## config.mk

```make
export PLATFORM = sky130hd
export DESIGN_NAME = freq_repl_set
export DESIGN_NICKNAME = d
export VERILOG_FILES = /design/src/rtl/freq_repl_pkg.sv /design/src/rtl/freq_way_slot.sv /design/src/rtl/freq_victim_pick.sv /design/src/rtl/freq_repl_set.sv
export SDC_FILE = /design/constraint.sdc
export NUM_CORES = 1
export LEC_CHECK = 0
export BUFFER_PORTS_ARGS = -buffer_cell sky130_fd_sc_hd__buf_2
export CORE_MARGIN = 2
export CORE_UTILIZATION = 53
export DETAILED_ROUTE_END_ITERATION = 16
export PLACE_DENSITY = 0.8
export SLEW_MARGIN = 0
export SYNTH_ARGS = -nofsm -noshare
export SYNTH_HDL_FRONTEND = slang
export SYNTH_SLANG_ARGS = --single-unit
```

## constraint.sdc

```tcl
create_clock -name clk -period 8.1 [get_ports clk]
set_clock_uncertainty 0.2 [all_clocks]
set_input_delay 0.405 -clock clk [delete_from_list [all_inputs] [get_ports clk]]
set_output_delay 0.405 -clock clk [all_outputs]
set_load 0.01 [all_outputs]
```

## src/rtl/freq_repl_pkg.sv

```systemverilog
package freq_repl_pkg;

    typedef enum logic [1:0] {
        OP_IDLE  = 2'b00,
        OP_TOUCH = 2'b01,
        OP_FILL  = 2'b10,
        OP_RSVD  = 2'b11
    } repl_op_e;

    typedef struct packed {
        logic touch;
        logic fill;
        logic guard_new;
        logic prefetch;
    } slot_cmd_t;

    function automatic slot_cmd_t decode_cmd(input logic [1:0] op,
                                             input logic       hit_this,
                                             input logic       guard_in,
                                             input logic       pf_in);
        slot_cmd_t c;
        c.touch     = hit_this && (op == OP_TOUCH);
        c.fill      = hit_this && (op == OP_FILL);
        c.guard_new = guard_in;
        c.prefetch  = pf_in;
        return c;
    endfunction

    function automatic logic claims_guard(input logic [1:0] op, input logic guard_in);
        return (op == OP_TOUCH) || ((op == OP_FILL) && guard_in);
    endfunction

endpackage

```

## src/rtl/freq_way_slot.sv

```systemverilog
module freq_way_slot
    import freq_repl_pkg::*;
#(
    parameter int CNT_W = 3
) (
    input  logic             clk,
    input  logic             rst,
    input  slot_cmd_t        cmd,
    input  logic             other_claim,
    output logic [CNT_W-1:0] cnt_q,
    output logic             guard_q
);
    localparam logic [CNT_W-1:0] CNT_MAX = {CNT_W{1'b1}};

    always_ff @(posedge clk) begin
        if (rst) begin
            cnt_q   <= '0;
            guard_q <= 1'b0;
        end else if (cmd.touch) begin
            guard_q <= 1'b1;
            if (cnt_q != CNT_MAX) cnt_q <= cnt_q + 1'b1;
        end else if (cmd.fill) begin
            guard_q <= cmd.guard_new;
            cnt_q   <= cmd.prefetch ? '0 : CNT_W'(1);
        end else if (other_claim) begin
            guard_q <= 1'b0;
        end
    end

    assert_no_overflow_R6: assert property (@(posedge clk) disable iff (rst)
        (cmd.touch && cnt_q == CNT_MAX) |=> (cnt_q == CNT_MAX));

    assert_fill_start_R5: assert property (@(posedge clk) disable iff (rst)
        cmd.fill |=> (cnt_q == ($past(cmd.prefetch) ? '0 : CNT_W'(1))));

endmodule

```

## src/rtl/freq_victim_pick.sv

```systemverilog
module freq_victim_pick #(
    parameter int NUM_WAYS = 4,
    parameter int TAG_W    = 8,
    parameter int CNT_W    = 3,
    parameter int WAY_W    = 2
) (
    input  logic [NUM_WAYS-1:0]       valid,
    input  logic [NUM_WAYS-1:0]       guard,
    input  logic [NUM_WAYS*CNT_W-1:0] cnts,
    input  logic [NUM_WAYS*TAG_W-1:0] tags,
    output logic [WAY_W-1:0]          victim
);
    logic [NUM_WAYS-1:0] eligible;
    logic                any_empty;
    logic [WAY_W-1:0]    empty_idx;
    logic [WAY_W-1:0]    best_idx;
    logic [CNT_W-1:0]    best_cnt;
    logic [TAG_W-1:0]    best_tag;
    logic                best_found;

    // lowest-numbered invalid way
    always_comb begin
        any_empty = 1'b0;
        empty_idx = '0;
        for (int i = NUM_WAYS - 1; i >= 0; i--) begin
            if (!valid[i]) begin
                any_empty = 1'b1;
                empty_idx = WAY_W'(i);
            end
        end
    end

    // unguarded ways, or all ways when none is unguarded
    always_comb begin
        eligible = ~guard;
        if (eligible == '0) eligible = '1;
    end

    // minimum count, then smaller tag; strict compare keeps lower index
    always_comb begin
        best_found = 1'b0;
        best_idx   = '0;
        best_cnt   = '0;
        best_tag   = '0;
        for (int i = 0; i < NUM_WAYS; i++) begin
            if (eligible[i]) begin
                if (!best_found
                    || (cnts[i*CNT_W +: CNT_W] < best_cnt)
                    || ((cnts[i*CNT_W +: CNT_W] == best_cnt)
                        && (tags[i*TAG_W +: TAG_W] < best_tag))) begin
                    best_found = 1'b1;
                    best_idx   = WAY_W'(i);
                    best_cnt   = cnts[i*CNT_W +: CNT_W];
                    best_tag   = tags[i*TAG_W +: TAG_W];
                end
            end
        end
    end

    assign victim = any_empty ? empty_idx : best_idx;

endmodule

```

## src/rtl/freq_repl_set.sv

```systemverilog
module freq_repl_set
    import freq_repl_pkg::*;
#(
    parameter int NUM_WAYS = 4,
    parameter int TAG_W    = 8,
    parameter int CNT_W    = 3,
    localparam int WAY_W   = (NUM_WAYS > 1) ? $clog2(NUM_WAYS) : 1
) (
    input  logic                      clk,
    input  logic                      rst,
    input  logic [1:0]                cmd_op,
    input  logic [WAY_W-1:0]          cmd_way,
    input  logic                      fill_guard,
    input  logic                      fill_prefetch,
    input  logic [NUM_WAYS-1:0]       way_valid,
    input  logic [NUM_WAYS*TAG_W-1:0] way_tags,
    output logic [WAY_W-1:0]          victim_way,
    output logic [NUM_WAYS-1:0]       way_guard,
    output logic [NUM_WAYS*CNT_W-1:0] way_count
);
    logic claim;
    assign claim = claims_guard(cmd_op, fill_guard);

    for (genvar g = 0; g < NUM_WAYS; g++) begin : g_slot
        logic             hit_this;
        slot_cmd_t        scmd;
        logic [CNT_W-1:0] cnt_w;
        logic             grd_w;

        assign hit_this = (cmd_way == WAY_W'(g));
        assign scmd     = decode_cmd(cmd_op, hit_this, fill_guard, fill_prefetch);

        freq_way_slot #(.CNT_W(CNT_W)) u_slot (
            .clk        (clk),
            .rst        (rst),
            .cmd        (scmd),
            .other_claim(claim && !hit_this),
            .cnt_q      (cnt_w),
            .guard_q    (grd_w)
        );

        assign way_count[g*CNT_W +: CNT_W] = cnt_w;
        assign way_guard[g]                = grd_w;
    end

    freq_victim_pick #(
        .NUM_WAYS(NUM_WAYS),
        .TAG_W   (TAG_W),
        .CNT_W   (CNT_W),
        .WAY_W   (WAY_W)
    ) u_pick (
        .valid (way_valid),
        .guard (way_guard),
        .cnts  (way_count),
        .tags  (way_tags),
        .victim(victim_way)
    );

    assert_reset_clear_R1: assert property (@(posedge clk)
        rst |=> (way_guard == '0 && way_count == '0));

    assert_single_guard_R2: assert property (@(posedge clk) disable iff (rst)
        $onehot0(way_guard));

    assert_touch_claim_R2: assert property (@(posedge clk) disable iff (rst)
        (cmd_op == OP_TOUCH) |=> (way_guard == (NUM_WAYS'(1) << $past(cmd_way))));

    assert_guard_fill_R3: assert property (@(posedge clk) disable iff (rst)
        (cmd_op == OP_FILL && fill_guard) |=> (way_guard == (NUM_WAYS'(1) << $past(cmd_way))));

    assert_open_fill_R4: assert property (@(posedge clk) disable iff (rst)
        (cmd_op == OP_FILL && !fill_guard) |=>
        ((way_guard & (NUM_WAYS'(1) << $past(cmd_way))) == '0) &&
        ((way_guard | (NUM_WAYS'(1) << $past(cmd_way))) ==
         ($past(way_guard) | (NUM_WAYS'(1) << $past(cmd_way)))));

    assert_idle_hold_R11: assert property (@(posedge clk) disable iff (rst)
        (cmd_op == OP_IDLE || cmd_op == OP_RSVD) |=> ($stable(way_guard) && $stable(way_count)));

    assert_empty_first_R7: assert property (@(posedge clk) disable iff (rst)
        (way_valid != '1) |-> !way_valid[victim_way]);

    assert_skip_guarded_R8: assert property (@(posedge clk) disable iff (rst)
        ((way_valid == '1) && (way_guard != '1)) |-> !way_guard[victim_way]);

endmodule

```

After elaboration in Yosys (flattened, before gate mapping)
Cells that the tools add are included.
W data, S select, Z words.

word-level totals
  register bits after elaboration = 16
  input port bits = 44
  output and inout port bits = 18
  logic and storage cells = 135

operators by class
  add/sub/neg operators = 4
  order comparisons = 6
  equal/unequal tests = 16
  mux-type cells = 56
  bitwise operators = 1
  reduce and logical (&&, ||, !) cells = 44

operator list
  cell                   number
  $mux W3                17
  $mux W8                5
  $lt A8 B8 Y1           3
  $mux W1                23
  $mux W2                10
  $logic_and A1 B1 Y1    16
  $add A3 B1 Y3 const B  4
  $ne A3 B3 Y1 const B   4
  $reduce_bool A3 Y1     4
  $eq A3 B3 Y1           3
  $lt A3 B3 Y1           3
  $ne A2 B1 Y1 const B   4
  $reduce_and A2 Y1      4
  $reduce_bool A2 Y1     4
  $logic_not A1 Y1       7
  $logic_or A1 B1 Y1     7
  $eq A2 B2 Y1 const B   3
  $eq A2 B1 Y1 const B   2
  $logic_not A4 Y1       1
  $mux W4                1
  $not A4 Y4             1
  $logic_not A2 Y1       1

Depth between registers and ports, before layout
  depth after elaboration = 20
  gate-level depth with buffers = 28
  mapped depth without buffers = 25

By module
From an unflattened synthesis, not the netlist that was laid out.

unflattened totals
  cells, all modules = 282
  area total of the unflattened synthesis = 2,157.1 µm²

modules (own cells, without submodules)
  module            times used  cells an instance  area an instance (µm²)  seq. area each (µm²)
  freq_victim_pick  1           174                1,251.2                 0.0
  freq_way_slot     4           21                 192.7                   80.1
  freq_repl_set     1           24                 135.1                   0.0

Least setup slack after synthesis
No wires, ideal clock.

  path kind = reg-to-output
  from = reg g_slot[2].u_slot.guard_q
  to = out victim_way[0]
  arrival = 5,676 ps
  path slack = 1,819 ps
  cell stages (with the launch flop) = 27
  buffers on the path = 3
  cells stage by stage = dfxtp_1 -> buf_2 -> nand3_2 -> nand2_1 -> clkbuf_1 -> nand2_1 -> ha_1 -> a21oi_2 -> nor3b_1 -> a31oi_4 -> o21ai_4 -> buf_2 -> a21oi_1 -> a31oi_1 -> ha_1 -> a21oi_1 -> nand2_1 -> a221o_1 -> nor2b_1 -> a21oi_4 -> mux2_4 -> ha_1 -> a2111oi_0 -> o211ai_1 -> a211oi_1 -> o21ai_1 -> a31oi_1

on the way
  word-level cells in the longest chain between the ends = 20
  elaborated cells between the ends (all ways) = 46

RTL lines
  item                                                       line                                            text
  start, declared                                            freq_way_slot.sv:11                             output logic guard_q
  start signal, assigned                                     freq_way_slot.sv:23                             guard_q <= cmd.guard_new;
  $not A4 Y4 (*)                                             freq_victim_pick.sv:35                          eligible = ~guard;
  $logic_not A4 Y1                                           freq_victim_pick.sv:36                          if (eligible == '0) eligible = '1;
  $mux W4 (*)                                                freq_victim_pick.sv:36
  $mux W8 (tied with other cells)                            freq_victim_pick.sv:46                          if (eligible[i]) begin
  $lt A8 B8 Y1 (tied with other cells)                       freq_victim_pick.sv:50                          && (tags[i*TAG_W +: TAG_W] < best_tag))) begin
  $logic_and A1 B1 Y1 or $logic_or A1 B1 Y1 (tied branches)  freq_victim_pick.sv:50, freq_victim_pick.sv:48
  $logic_or A1 B1 Y1                                         freq_victim_pick.sv:49                          || ((cnts[i*CNT_W +: CNT_W] == best_cnt)
  $mux W8 (tied with other cells)                            freq_victim_pick.sv:47                          if (!best_found
  (+4 left out)                                              --
  $mux W8 (tied with other cells)                            freq_victim_pick.sv:47
  $mux W8 (tied with other cells)                            freq_victim_pick.sv:46
  $lt A8 B8 Y1 (tied with other cells)                       freq_victim_pick.sv:50
  $logic_and A1 B1 Y1 or $logic_or A1 B1 Y1 (tied branches)  freq_victim_pick.sv:50, freq_victim_pick.sv:48
  $logic_or A1 B1 Y1                                         freq_victim_pick.sv:49
  $mux W2                                                    freq_victim_pick.sv:47
  $mux W2 (*)                                                freq_victim_pick.sv:46
  $mux W2 (*)                                                freq_victim_pick.sv:60                          assign victim = any_empty ? empty_idx : best_idx;
  end, declared                                              freq_repl_set.sv:17                             output logic [WAY_W-1:0] victim_way,

Mark *: on every way between the ends. The rest lies on a longest branch, timed or not.

Worst setup path after layout
  from = reg g_slot[2].u_slot.guard_q
  to = out victim_way[1]

The elaborated chain is that of the path after synthesis.

==> results.tsv <==
metric	value	unit
status	finished clean	
setup bufs post-CTS	0	
Die Height	69.3	um
Critical Path Slowest Stage Cell	a2111oi_0	
Post-synth EDFFs	0	
# fillers	392	
synthesized area	2260	um2
CTS clk-pin slew, worst paths	70	ps
grt ovf	0	
Worst EP required	7500	ps
Synth area leader	ha_1	
FF-to-FF End	g_slot[1].u_slot.cnt_q[0]	
Buf/Inv on CP	1	
final cell count without fillers	390	
Detail Route Antenna Nets	0	
Reg area	320	um2
Pleak	1.21	nW
first-pass GRT wire length	9500	um
CTS max path bufs	2	
crit path time final	7260	ps
CTS Hold Bufs	0	
H-tree depth	1	
Sink Count	16	
Final Hold Vio Count	0	
top_reg_cell synth	dfxtp_1	
max-cap viol count	0	
vias post-DR	2300	
synth cell count leaders	ha_1, nand2_1, a21oi_1	
final setup fails	0	
RSZ-0062 raised after global routing	false	
Crit. Startpoint	g_slot[2].u_slot.guard_q	
antenna cells	0	
Worst setup EP type	output pin	
Worst Reg-to-Reg Cells	7	
PostCTS Resize Cnt	0	
Initial Util	55.7	%
port bufs	61	
crit-path leading delay family	compound AO/OA/AOI/OAI gates	
Hold Path Class	flop to flop	
Fmax	138	MHz
post-DP HPWL	4630	um
area share of the largest cell type after synthesis	21.0	%
Core Rows	23	
Root Buffer Master	clkbuf_8	
Cells after Synth	292	
drt first pass iters	4	
final wirelength	5660	um
async set-or-reset flop fraction in the synthesized netlist	0	%
period utilization	89.6	%
Final Wtd Congestion	0.841	
vias in the first global route	2072	
Die ar.	4800	um2
maximum fanout along the worst path	17	
Avg WL per Cell	14.5	um
post-synthesis sequential area ratio	14.2	%
WP depth	24	
IO Pins	62	
Worst slew margin	62.7	%
Via density	5.90	
RR Startpoint	g_slot[1].u_slot.cnt_q[1]	
area of the multi-input gates	1800	um2
Post-Syn Area per Cell	7.74	um2
Core ar.	4060	um2
GRT Overall Usage	23.2	%
Num CTS Buffers	3	
setup TNS	0	ps
worst stage delay on the critical path	540	ps
CTS tree	yes	
reg2reg setup slack	6270	ps
Worst VDD drop	0.0739	mV
Synth cell types	50	
Clock Latency Late Sink	250	ps
WP data arrival	6660	ps
NumNets Final	423	
largest net degree at the start of global routing	18	
Ys Warns	0	
Mapped Nets	374	
dpl cells	386	
Cell Pwr Density	125	nW/um2
Worst Setup EP	victim_way[1]	
post-synthesis register bit count	16	
initial antenna violation count	0	
dominant cells by area after synthesis	ha_1, dfxtp_1, a21oi_1, mux2_4, nand2_1	
actual slew at the worst max-slew pin	546	ps
kind of critical path	flop to output pin	
# DRC	0	
initial DRC count	173	
width of the die	69.3	um
share of cells above drive strength 1	26.2	%
area grow syn2layout	14.9	%
worst path cell trace	nand3_2, nand2_1, nand2_1, ha_1, a21oi_2, nor3b_1, a31oi_4, o21ai_4, a21oi_1, a31oi_1, ha_1, a21oi_1, nand2_1, a221o_1, nor2b_1, a21oi_4, mux2_4, ha_1, a2111oi_0, o211ai_1, a211oi_1, o21ai_1, a31oi_1, buf_2	
most common cell in the netlist	ha_1	
Final Slew Violations	0	
Critical Path Source Type	flop	
-- metal layers --
| metal | routed length (um) | up-vias | GRT usage [%] |
|---|---|---|---|
| met2 | 2600 | 61 | 37.5 |
| met4 | 17 | 0 | 1.53 |
| met1 | 2800 | 1048 | 34.4 |
| met3 | 253 | 2 | 2.62 |
| met5 | 0 | - | 0 |
| li1 | - | 1189 | - |
-- layout by cell type (no fill, tap or decap), types with 2 or more instances in the layout --
master    netlist  layout
a311oi_1        5       5
buf_2           3      61
a21o_1          3       3
mux2_4          9       9
o21ai_0        17      17
o211ai_1        3       3
and3_1          3       3
dfxtp_1        16      16
a211oi_1        7       7
nor3_1          4       4
nand2b_1        4       4
nor2_1         20      20
a31oi_1        12      12
nand3b_1        2       2
nand4b_1        2       2
o31a_1          2       2
a211o_1         2       2
mux2_2          2       2
inv_1          14      14
nand2_1        34      34
nand3_1         8       8
nand4_1         5       5
clkbuf_8        0       4
a21oi_1        31      31
a22oi_1         2       2
ha_1           38      38
nor3b_1         2       2
nor2b_1         8       8
-- worst register-to-register path, cell delays in order, from the launching register on --
cell     delay (ps)
dfxtp_1         360
ha_1            200
ha_1            160
o21ai_0         300
nand2_1         170
a21oi_1         180
nand2_1          70
a21oi_1         120
-- flip-flops by register name, indices dropped and copies added, names as in the netlist --
register               cells
g_slot.u_slot.guard_q      4
g_slot.u_slot.cnt_q       12
-- worst min path at each step --
stage,from,to,slack [ps],cells after the start
after detailed placement,g_slot[3].u_slot.cnt_q[2],g_slot[3].u_slot.cnt_q[2],300,2
after global placement,g_slot[3].u_slot.cnt_q[2],g_slot[3].u_slot.cnt_q[2],300,2
final,g_slot[3].u_slot.cnt_q[2],g_slot[3].u_slot.cnt_q[2],300,2
after global routing,rst,g_slot[2].u_slot.cnt_q[2],320,2
after floorplan,g_slot[3].u_slot.cnt_q[1],g_slot[3].u_slot.cnt_q[1],310,2
after CTS,cmd_op[1],g_slot[3].u_slot.guard_q,310,2
-- cell type report --
type	instances	area share [%]
Clock buffer	4	2.12
Sequential cell	16	12.3
Timing Repair Buffer	61	11.8
Tap cell	50	2.41
Multi-Input combinational cell	245	69.3
Inverter	14	2.02
-- logic make-up (layout without fill, tap and decap cells) --
family,Yosys count,in the layout,synth area share (%)
compound gates,99,99,30.7
simple gates,97,97,21.0
fa+ha+maj,38,38,21.0
buf+inv,31,79,6.15
flops,16,16,14.2
mux,11,11,6.98
-- through the flow --
| step | cell area [um2] | setup WS (ps) | hold WS, ps | total power [mW] | util (%) |
|---|---|---|---|---|---|
| floorplan | 2260 | 1820 | 307 | 0.213 | - |
| global placement | 2540 | 1350 | 302 | 0.247 | 62.6 |
| detailed placement | 2540 | 1150 | 304 | 0.251 | 62.6 |
| CTS | 2600 | 872 | 306 | 0.324 | 64.0 |
| global route | 2600 | 359 | 315 | 0.346 | 64.0 |
| finish | 2600 | 840 | 304 | 0.323 | 64.0 |
-- report_power, final --
part	switching, mW	total [mW]	internal (mW)
combinational	0.0886	0.165	0.0768
clock	0.0293	0.0725	0.0432
sequential	0.00467	0.0855	0.0808
No activity file was read; power rests on OpenSTA's default activity.
